[src/rtl/scan_pkg.sv]
package scan_pkg;
  typedef enum logic [1:0] {
    ST_IDLE  = 2'd0,
    ST_ARMED = 2'd1,
    ST_RUN   = 2'd2
  } seq_state_t;
endpackage

[src/rtl/pace_timer.sv]
module pace_timer #(
  parameter int CNT_W = 8
) (
  input  logic             clk,
  input  logic             rst,
  input  logic             run,
  input  logic             tick,
  input  logic             load,
  input  logic [CNT_W-1:0] load_val,
  output logic             expire
);
  function automatic logic [CNT_W-1:0] clamp_min1(input logic [CNT_W-1:0] v);
    return (v == '0) ? {{(CNT_W-1){1'b0}}, 1'b1} : v;
  endfunction

  logic [CNT_W-1:0] cnt_q;

  assign expire = run && tick && (cnt_q <= {{(CNT_W-1){1'b0}}, 1'b1});

  always_ff @(posedge clk) begin
    if (rst)
      cnt_q <= '0;
    else if (load)
      cnt_q <= clamp_min1(load_val);
    else if (run && tick && !expire)
      cnt_q <= cnt_q - 1'b1;
  end
endmodule

[src/rtl/scan_counter.sv]
module scan_counter #(
  parameter int CH_W = 4
) (
  input  logic            clk,
  input  logic            rst,
  input  logic            clr,
  input  logic            inc,
  input  logic [CH_W-1:0] total,
  output logic [CH_W-1:0] count,
  output logic            at_last
);
  function automatic logic [CH_W-1:0] last_index(input logic [CH_W-1:0] n);
    return (n == '0) ? '0 : n - 1'b1;
  endfunction

  logic [CH_W-1:0] count_q;

  assign count   = count_q;
  assign at_last = (count_q == last_index(total));

  always_ff @(posedge clk) begin
    if (rst || clr)
      count_q <= '0;
    else if (inc)
      count_q <= count_q + 1'b1;
  end
endmodule

[src/rtl/scan_pacer.sv]
module scan_pacer
  import scan_pkg::*;
#(
  parameter int CH_W  = 4,
  parameter int CNT_W = 8
) (
  input  logic             clk,
  input  logic             rst,
  input  logic             start_trig,
  input  logic             samp_pulse,
  input  logic             conv_tick,
  input  logic             ext_conv,
  input  logic             conv_src,
  input  logic [CH_W-1:0]  num_chan,
  input  logic [CNT_W-1:0] delay_ticks,
  input  logic [CNT_W-1:0] period_ticks,
  output logic             conv_pulse,
  output logic [CH_W-1:0]  chan_idx,
  output logic             samp_done,
  output logic             samp_ignored,
  output logic             conv_ignored
);
  seq_state_t      state_q;
  logic            src_q;
  logic [CH_W-1:0] nchan_q;

  // named internal events
  logic idle, armed, busy;
  logic samp_accept, conv_issue, last_conv;
  logic timer_expire, timer_load;
  logic at_last;
  logic [CH_W-1:0]  conv_count;
  logic [CNT_W-1:0] timer_val;

  assign idle  = (state_q == ST_IDLE);
  assign armed = (state_q == ST_ARMED);
  assign busy  = (state_q == ST_RUN);

  assign samp_accept = armed && samp_pulse;
  assign conv_issue  = busy && (src_q ? ext_conv : timer_expire);
  assign last_conv   = conv_issue && at_last;
  assign timer_load  = samp_accept || (timer_expire && !at_last);
  assign timer_val   = samp_accept ? delay_ticks : period_ticks;

  pace_timer #(.CNT_W(CNT_W)) timer_i (
    .clk(clk), .rst(rst), .run(busy && !src_q), .tick(conv_tick),
    .load(timer_load), .load_val(timer_val), .expire(timer_expire)
  );

  scan_counter #(.CH_W(CH_W)) count_i (
    .clk(clk), .rst(rst), .clr(samp_accept), .inc(conv_issue),
    .total(nchan_q), .count(conv_count), .at_last(at_last)
  );

  always_ff @(posedge clk) begin
    if (rst) begin
      state_q <= ST_IDLE;
      src_q   <= 1'b0;
      nchan_q <= '0;
    end else begin
      unique case (state_q)
        ST_IDLE:  if (start_trig) state_q <= ST_ARMED;
        ST_ARMED: if (samp_pulse) begin
                    state_q <= ST_RUN;
                    src_q   <= conv_src;
                    nchan_q <= num_chan;
                  end
        ST_RUN:   if (last_conv) state_q <= ST_ARMED;
        default:  state_q <= ST_IDLE;
      endcase
    end
  end

  always_ff @(posedge clk) begin
    if (rst) begin
      conv_pulse   <= 1'b0;
      chan_idx     <= '0;
      samp_done    <= 1'b0;
      samp_ignored <= 1'b0;
      conv_ignored <= 1'b0;
    end else begin
      conv_pulse   <= conv_issue;
      samp_done    <= last_conv;
      samp_ignored <= samp_pulse && !armed;
      conv_ignored <= ext_conv && !(busy && src_q);
      if (conv_issue)
        chan_idx <= conv_count;
      else if (samp_done)
        chan_idx <= '0;
    end
  end
endmodule

[config.mk]
export PLATFORM = sky130hd
export DESIGN_NAME = scan_pacer
export DESIGN_NICKNAME = d
export VERILOG_FILES = /design/src/rtl/scan_pkg.sv /design/src/rtl/pace_timer.sv /design/src/rtl/scan_counter.sv /design/src/rtl/scan_pacer.sv
export SDC_FILE = /design/constraint.sdc
export NUM_CORES = 1
export LEC_CHECK = 0
export BUFFER_PORTS_ARGS = -buffer_cell sky130_fd_sc_hd__clkbuf_2
export CAP_MARGIN = 30
export CORE_ASPECT_RATIO = 0.5
export CORE_MARGIN = 2
export CORE_UTILIZATION = 53
export CTS_CLUSTER_DIAMETER = 30
export DETAILED_ROUTE_END_ITERATION = 6
export PLACE_DENSITY = 0.82
export SLEW_MARGIN = 0
export SYNTH_ARGS = -nofsm -noshare
export SYNTH_HDL_FRONTEND = slang
export SYNTH_SLANG_ARGS = --single-unit
[constraint.sdc]
create_clock -name clk -period 2.65 [get_ports clk]
set_input_delay 0 -clock clk [delete_from_list [all_inputs] [get_ports clk]]
set_output_delay 0 -clock clk [all_outputs]
set_load 0.02 [all_outputs]
==> results of run 1 <==
-- final cells by class --
type                       count  area share, %
multi-input combinational    138           49.5
timing repair buffer          44           14.8
sequential                    27           29.6
inverter                       4          0.824
tap                           37           2.54
clock buffer                   3           2.26
clock inverter                 1          0.412
-- power by group through the flow --
stage / clock network, mW / registers [mW] / logic (mW)
after CTS: 0.246 / 0.446 / 0.183
after global routing: 0.263 / 0.449 / 0.206
after floorplan: 0 / 0.450 / 0.124
final: 0.243 / 0.446 / 0.184
after detailed placement: 0 / 0.454 / 0.168
after global placement: 0 / 0.454 / 0.165
-- cells in the mapped netlist (3+ instances only) --
cell type                   n  area, um2
sky130_fd_sc_hd__a21oi_1   14       70.1
sky130_fd_sc_hd__o211ai_1   4       30.0
sky130_fd_sc_hd__a31oi_1    3       18.8
sky130_fd_sc_hd__clkbuf_1   4       15.0
sky130_fd_sc_hd__nor4_1     4       25.0
sky130_fd_sc_hd__nor3_1     8       40.0
sky130_fd_sc_hd__nand2b_1   4       25.0
sky130_fd_sc_hd__xor2_1     6       52.6
sky130_fd_sc_hd__nand3b_1   7       52.6
sky130_fd_sc_hd__inv_1      4       15.0
sky130_fd_sc_hd__dfxtp_1   27        541
sky130_fd_sc_hd__nand2_1   16       60.1
sky130_fd_sc_hd__xnor2_1    3       26.3
sky130_fd_sc_hd__nor2_1    14       52.6
sky130_fd_sc_hd__nand3_1   11       55.1
sky130_fd_sc_hd__ha_1       3       37.5
-- cell families (layout without fill, tap and decap cells) --
family,after synthesis,count (layout)
compound gates,41,41
mux,2,2
xor+xnor,9,9
buf+inv,12,52
flops,27,27
fa+ha+maj,3,3
simple gates,83,83
-- metrics by stage --
step	cell area (um2)	total power, mW
floorplan	1510	0.575
global placement	1670	0.619
detailed placement	1670	0.623
CTS	1820	0.874
global route	1820	0.918
finish	1820	0.874
-- final timing paths --
kind	from	to	slack, ns	cells past startpoint
max reg2reg	timer_i.cnt_q[0]$_SDFFE_PP0P_	timer_i.cnt_q[0]$_SDFFE_PP0P_	0.23	7
min	period_ticks[5]	timer_i.cnt_q[5]$_SDFFE_PP0P_	0.007	3
min reg2reg	chan_idx[3]$_SDFFE_PP0P_	chan_idx[3]$_SDFFE_PP0P_	0.49	2
max	timer_i.cnt_q[0]$_SDFFE_PP0P_	timer_i.cnt_q[0]$_SDFFE_PP0P_	0.23	7
-- registers in the layout, summed over array words and instances (netlist names) --
name and cells:
samp_done 1, nchan_q 4, src_q 1, count_i.count 4, samp_ignored 1, state_q 2, conv_pulse 1, chan_idx 4
conv_ignored 1, timer_i.cnt_q 8
-- critical path, cell delays in order, from the launching register on --
cell                        delay [ns]
sky130_fd_sc_hd__dfxtp_1          0.38
sky130_fd_sc_hd__inv_1            0.09
sky130_fd_sc_hd__ha_1             0.25
sky130_fd_sc_hd__or2_2            0.33
sky130_fd_sc_hd__a31oi_1          0.53
sky130_fd_sc_hd__xnor2_1          0.20
sky130_fd_sc_hd__nor3_1           0.06
sky130_fd_sc_hd__a2111oi_0        0.45
-- layer usage --
metal | wire, um | GRT usage (%) | vias up
li1 | - | - | 732
met1 | 1670 | 32.3 | 683
met2 | 1610 | 37.3 | 54
met3 | 173 | 5.22 | 2
met4 | 14 | 4.14 | 0
met5 | 0 | 0 | -
==> run summary, run 1 <==
=====================================================================================================
Status                                                                                   finished clean
CTS Buf Count                                                                                       3
Leading cell types in the layout, fill and taps excluded                                 34 x sky130_fd_sc_hd__clkbuf_2, 27 x sky130_fd_sc_hd__dfxtp_1, 16 x sky130_fd_sc_hd__nand2_1
Data arrival at the endpoint of the critical path                                             2.56 ns
Cell count after synthesis                                                                        177
Worst Hold Slack                                                                           0.00652 ns
Power share of the clock group                                                                  27.9%
Transition at the pin with the smallest max-transition slack                                 0.626 ns
Total number of vias                                                                            1,471
Max Root-Sink Buffers                                                                               2
Simple-gate share of the synthesized area                                                       31.0%
Post-Syn Area per Cell                                                                       8.51 um2
Clock tree root driver cell                                                              sky130_fd_sc_hd__clkbuf_8
Cell area power density                                                                    479 mW/mm2
First-pass GRT wire length                                                                    6.06 mm
Number of flip-flops and latches in the synthesized netlist                                        27
Global routing usage summed across all routing layers                                           23.1%
Post-cts gate resize count                                                                          0
Cell Area, Synth                                                                          0.00151 mm2
Die width                                                                                     79.4 um
CTS HTree Levels                                                                                    1
Clock-pin slew on the worst setup and hold paths                                              0.09 ns
Syn Nets                                                                                          207
Complex-gate fraction of the synthesized area                                                   19.9%
Post-synthesis share of cell area spent on full adders, half adders and majority gates          2.49%
Post-CTS setup buffer count                                                                         0
Commonest non-fill, non-tap cell in the layout                                           sky130_fd_sc_hd__clkbuf_2
Total DRC errors in the routed layout                                                               0
Kind of start point of the critical path                                                     register
Hold violation total from the final report                                                          0
Number of search-and-repair iterations in the first detailed-routing pass                           4
Routed length per placed instance                                                             13.6 um
WP data required                                                                              2.79 ns
Maximum fanout count along the critical path                                                        7
Per-cell via count in the routed design                                                          5.79
Endpoint kind of the worst setup timing path                                                 register
Area added between synthesis and finish                                                         21.0%
DP Wirelength                                                                                 2.42 mm
Number of distinct library cell variants in the gate-level netlist after synthesis                 52
Maximum resistive drop on vdd                                                              0.000330 V
Final ANT Viol Nets                                                                                 0
Post-Route WL                                                                                 3.46 mm
Number of antenna violations at the first check in global routing                                   0
Count of pins over their slew limit                                                                 0
Storage element area                                                                          541 um2
Relative slew slack                                                                             58.2%
Vias in the first global route                                                                  1,359
Switching part of the total power                                                               29.7%
Unrepaired setup endpoints after global routing                                                    no
Setup WS post-layout                                                                         0.226 ns
MaxCap Viol Count                                                                                   0
Pint                                                                                           615 uW
Period utilisation layout                                                                       91.5%
Final setup violating endpoints                                                                     0
Maximum number of pins on one net before global-route repair                                       27
Placed Cells incl. Taps                                                                           240
IO Pins                                                                                            35
Share of total power in combinational logic                                                     21.1%
Most used DFF post-synth                                                                 sky130_fd_sc_hd__dfxtp_1
Highest attainable clock frequency                                                            413 MHz
Tmin final                                                                                    2.42 ns
Number of buffers inserted for hold repair after clock tree synthesis                              10
Sum of negative setup slack                                                                      0 ns
Total congestion overflow                                                                           0
Worst setup slack before clock tree synthesis                                                0.339 ns
Die ar.                                                                                   0.00331 mm2
Final std cells w/o fill                                                                          254
Die height                                                                                    41.7 um
Weighted congestion at the end of routability-driven global placement                           0.909
Starting DRT DRC Count                                                                             95
# clock sinks                                                                                      27
Area of the multi-input gates                                                                 902 um2
Worst skew pair latency                                                                       0.28 ns
Yosys warns                                                                                         0
Final standard cell utilization of the core                                                     68.8%
Fraction of layout instances using a drive strength above 1                                     21.7%
Mux share of post-synthesis cell area                                                           1.33%
Static power due to leakage                                                                  0.701 nW
Setup Crit Path Kind                                                                       reg -> reg
# diodes                                                                                            0
Net switching power figure                                                                     259 uW
Share of synthesized registers carrying an async set or reset                                      0%
Filler instances                                                                                  209
Initial Utilization                                                                             56.8%
Core Footprint                                                                            0.00265 mm2
Main combinational cell family by area after synthesis                                   simple AND/OR/NAND/NOR gates
Number of enable flip-flop cells after synthesis                                                    0
Power share of the sequential group                                                             51.1%
Clock skew                                                                                 0.00787 ns
Hold Crit Class                                                                             in -> reg
Port Buffers                                                                                       34
Xor/xnor share of the synthesized area                                                          5.23%
TritonCTS clock tree                                                                             done
Floorplan row count                                                                                13
Layout Nets                                                                                       248
Register area share after synthesis                                                             35.9%
=====================================================================================================
Power figures use the tool's default switching activity.
==> run 2, diff against run 1 <==
RECOVER_POWER = 25   (was default)
==> run 2 against run 1 <==
Flip-flop and latch count unchanged. Via count up 0.20%. Setup slack worse by 0.0011 ns. Register-to-register slack about the same. Sequential share of layout area up 0.16 points. Global-route usage unchanged. Non-clock buffer count unchanged. Die area unchanged. Power about the same. Clock skew down 0.00079 ns. Utilization down 0.38 points. Final area down 0.55%. Largest cell class unchanged. Largest power group unchanged. Highest routed layer unchanged.
==> run summary, run 2 (same netlist as run 1, synthesis figures left out) <==
========================================================================================
Die height                                                                       41.7 um
Post-Route WL                                                                    3.47 mm
Global routing usage summed across all routing layers                              23.1%
Post-CTS setup buffer count                                                            0
Area added between synthesis and finish                                            20.3%
Clock tree root driver cell                                                 sky130_fd_sc_hd__clkbuf_8
Setup Crit Path Kind                                                          reg -> reg
Hold Crit Class                                                                in -> reg
Area of the multi-input gates                                                    902 um2
Endpoint kind of the worst setup timing path                                    register
Hold worst-path end                                                         timer_i.cnt_q[5]$_SDFFE_PP0P_
Vias in the first global route                                                     1,359
Static power due to leakage                                                     0.673 nW
# diodes                                                                               0
Metal2 WL                                                                        1.60 mm
Die ar.                                                                      0.00331 mm2
Per-cell via count in the routed design                                             5.80
Floorplan row count                                                                   13
Post-cts gate resize count                                                             0
Number of buffers inserted for hold repair after clock tree synthesis                 10
Count of pins over their slew limit                                                    0
Maximum fanout count along the critical path                                           7
Clock skew                                                                    0.00708 ns
Routed length per placed instance                                                13.7 um
Total congestion overflow                                                              0
Die width                                                                        79.4 um
Relative slew slack                                                                56.7%
Largest stage delay on the critical path                                         0.53 ns
Most flop-heavy register                                                    timer_i.cnt_q
Maximum resistive drop on vdd                                                 0.000330 V
Unrepaired setup endpoints after global routing                                       no
Net switching power figure                                                        259 uW
Register-to-register setup slack                                                 0.22 ns
Starting DRT DRC Count                                                                90
Leading cell types in the layout, fill and taps excluded                    27 x sky130_fd_sc_hd__dfxtp_1, 26 x sky130_fd_sc_hd__clkbuf_2, 16 x sky130_fd_sc_hd__nand2_1
Max Root-Sink Buffers                                                                  2
Data arrival at the endpoint of the critical path                                2.56 ns
Startpoint of the worst register-to-register path                           timer_i.cnt_q[0]$_SDFFE_PP0P_
Total DRC errors in the routed layout                                                  0
Highest attainable clock frequency                                               412 MHz
Flip-flop count of the largest register, all copies and words added                    8
Tmin final                                                                       2.43 ns
Clock-pin slew on the worst setup and hold paths                                 0.09 ns
Cell area power density                                                       481 mW/mm2
Hold violation total from the final report                                             0
Max stage delay cell, worst path                                            sky130_fd_sc_hd__a31oi_1
Fraction of layout instances using a drive strength above 1                        18.0%
Power share of the clock group                                                     27.8%
Final setup violating endpoints                                                        0
WP data required                                                                 2.79 ns
First-pass GRT wire length                                                       6.06 mm
Total number of vias                                                               1,474
Number of cells traversed by the worst hold path                                       3
Number of search-and-repair iterations in the first detailed-routing pass              4
CTS HTree Levels                                                                       1
Worst skew pair latency                                                          0.28 ns
Switching part of the total power                                                  29.7%
Depth of the worst register-to-register path                                           7
Power share of the sequential group                                                51.1%
Sum of negative setup slack                                                         0 ns
Transition at the pin with the smallest max-transition slack                    0.640 ns
Kind of start point of the critical path                                        register
Core Footprint                                                               0.00265 mm2
Post-layout power                                                                 873 uW
List of cells traversed by the critical path                                inv_1, ha_1, or2_2, a31oi_1, xnor2_1, nor3_1, a2111oi_0
Wire length on met1                                                              1.71 mm
Share of total power in combinational logic                                        21.1%
Critical register-to-register path endpoint                                 timer_i.cnt_q[0]$_SDFFE_PP0P_
TritonCTS clock tree                                                                done
Critical hold path startpoint                                               period_ticks[5]
Commonest non-fill, non-tap cell in the layout                              sky130_fd_sc_hd__dfxtp_1
IO Pins                                                                               35
Initial Utilization                                                                56.8%
Layout Nets                                                                          248
Storage element area                                                             541 um2
Maximum number of pins on one net before global-route repair                          27
Port Buffers                                                                          34
Status                                                                      finished clean
MaxCap Viol Count                                                                      0
Weighted congestion at the end of routability-driven global placement              0.909
Number of antenna violations at the first check in global routing                      0
Pint                                                                              614 uW
WL met3                                                                           144 um
Period utilisation layout                                                          91.5%
CTS Buf Count                                                                          3
DP Wirelength                                                                    2.42 mm
# clock sinks                                                                         27
Final ANT Viol Nets                                                                    0
Filler instances                                                                     216
Highest metal layer with signal wires                                               met4
========================================================================================
## run 2: cell counts in the layout (fill, tap and decap cells not counted)
Identical to the previous run, type by type.
## run 2: how the worst max path moves through the flow
stage,from,to,slack [ns],cells past startpoint
6_report,timer_i.cnt_q[0]$_SDFFE_PP0P_,timer_i.cnt_q[0]$_SDFFE_PP0P_,0.22,7
5_1_grt,timer_i.cnt_q[0]$_SDFFE_PP0P_,timer_i.cnt_q[0]$_SDFFE_PP0P_,0.04,7
4_1_cts,timer_i.cnt_q[0]$_SDFFE_PP0P_,timer_i.cnt_q[0]$_SDFFE_PP0P_,0.24,7
3_5_place_dp,timer_i.cnt_q[0]$_SDFFE_PP0P_,timer_i.cnt_q[0]$_SDFFE_PP0P_,0.34,7
3_3_place_gp,timer_i.cnt_q[0]$_SDFFE_PP0P_,timer_i.cnt_q[3]$_SDFFE_PP0P_,0.49,8
2_1_floorplan,timer_i.cnt_q[0]$_SDFFE_PP0P_,timer_i.cnt_q[3]$_SDFFE_PP0P_,0.62,8
## run 2: layout make-up
cell class              instances  area share (%)
clock buffers                   3            2.28
clock inverters                 1           0.414
multi-input cells             138            49.8
repair buffers                 44            14.4
flip-flops and latches         27            29.8
inverters                       4           0.828
well taps                      37            2.55
## run 2: worst max-delay path, delay by kind of cell (launching register included)
| kind | cells | cell delay [ns] |
|---|---|---|
| AOI/OAI and AO/OA | 2 | 0.98 |
| and+or+nand+nor | 2 | 0.38 |
| adders and majority gates | 1 | 0.25 |
| xor gates and xnor gates | 1 | 0.20 |
| DFF | 1 | 0.38 |
| buffers and inverters | 1 | 0.09 |
## run 2: stage by stage
stage | area, um2 | hold WS [ns] | utilization, % | worst slack [ns] | instances
after floorplan | 1510 | 0.0831 | - | 0.623 | 177
after global placement | 1670 | 0.224 | 63.1 | 0.488 | 240
after detailed placement | 1670 | 0.230 | 63.1 | 0.339 | 240
after CTS | 1820 | 0.00291 | 68.8 | 0.237 | 254
after global routing | 1810 | 0.0169 | 68.4 | 0.0416 | 254
final | 1810 | 0.00725 | 68.4 | 0.225 | 254
## run 2: layer usage
layer | GRT usage (%) | vias up
met3 | 5.22 | 2
met2 | 37.3 | 47
li1 | - | 732
met4 | 4.14 | 0
met1 | 32.3 | 693
met5 | 0 | -
## run 2: power by group through the flow
stage / combinational, mW / clock (mW) / sequential (mW)
after floorplan: 0.124 / 0 / 0.450
after global placement: 0.165 / 0 / 0.454
after detailed placement: 0.168 / 0 / 0.454
after CTS: 0.183 / 0.246 / 0.446
after global routing: 0.206 / 0.263 / 0.449
final: 0.184 / 0.243 / 0.446
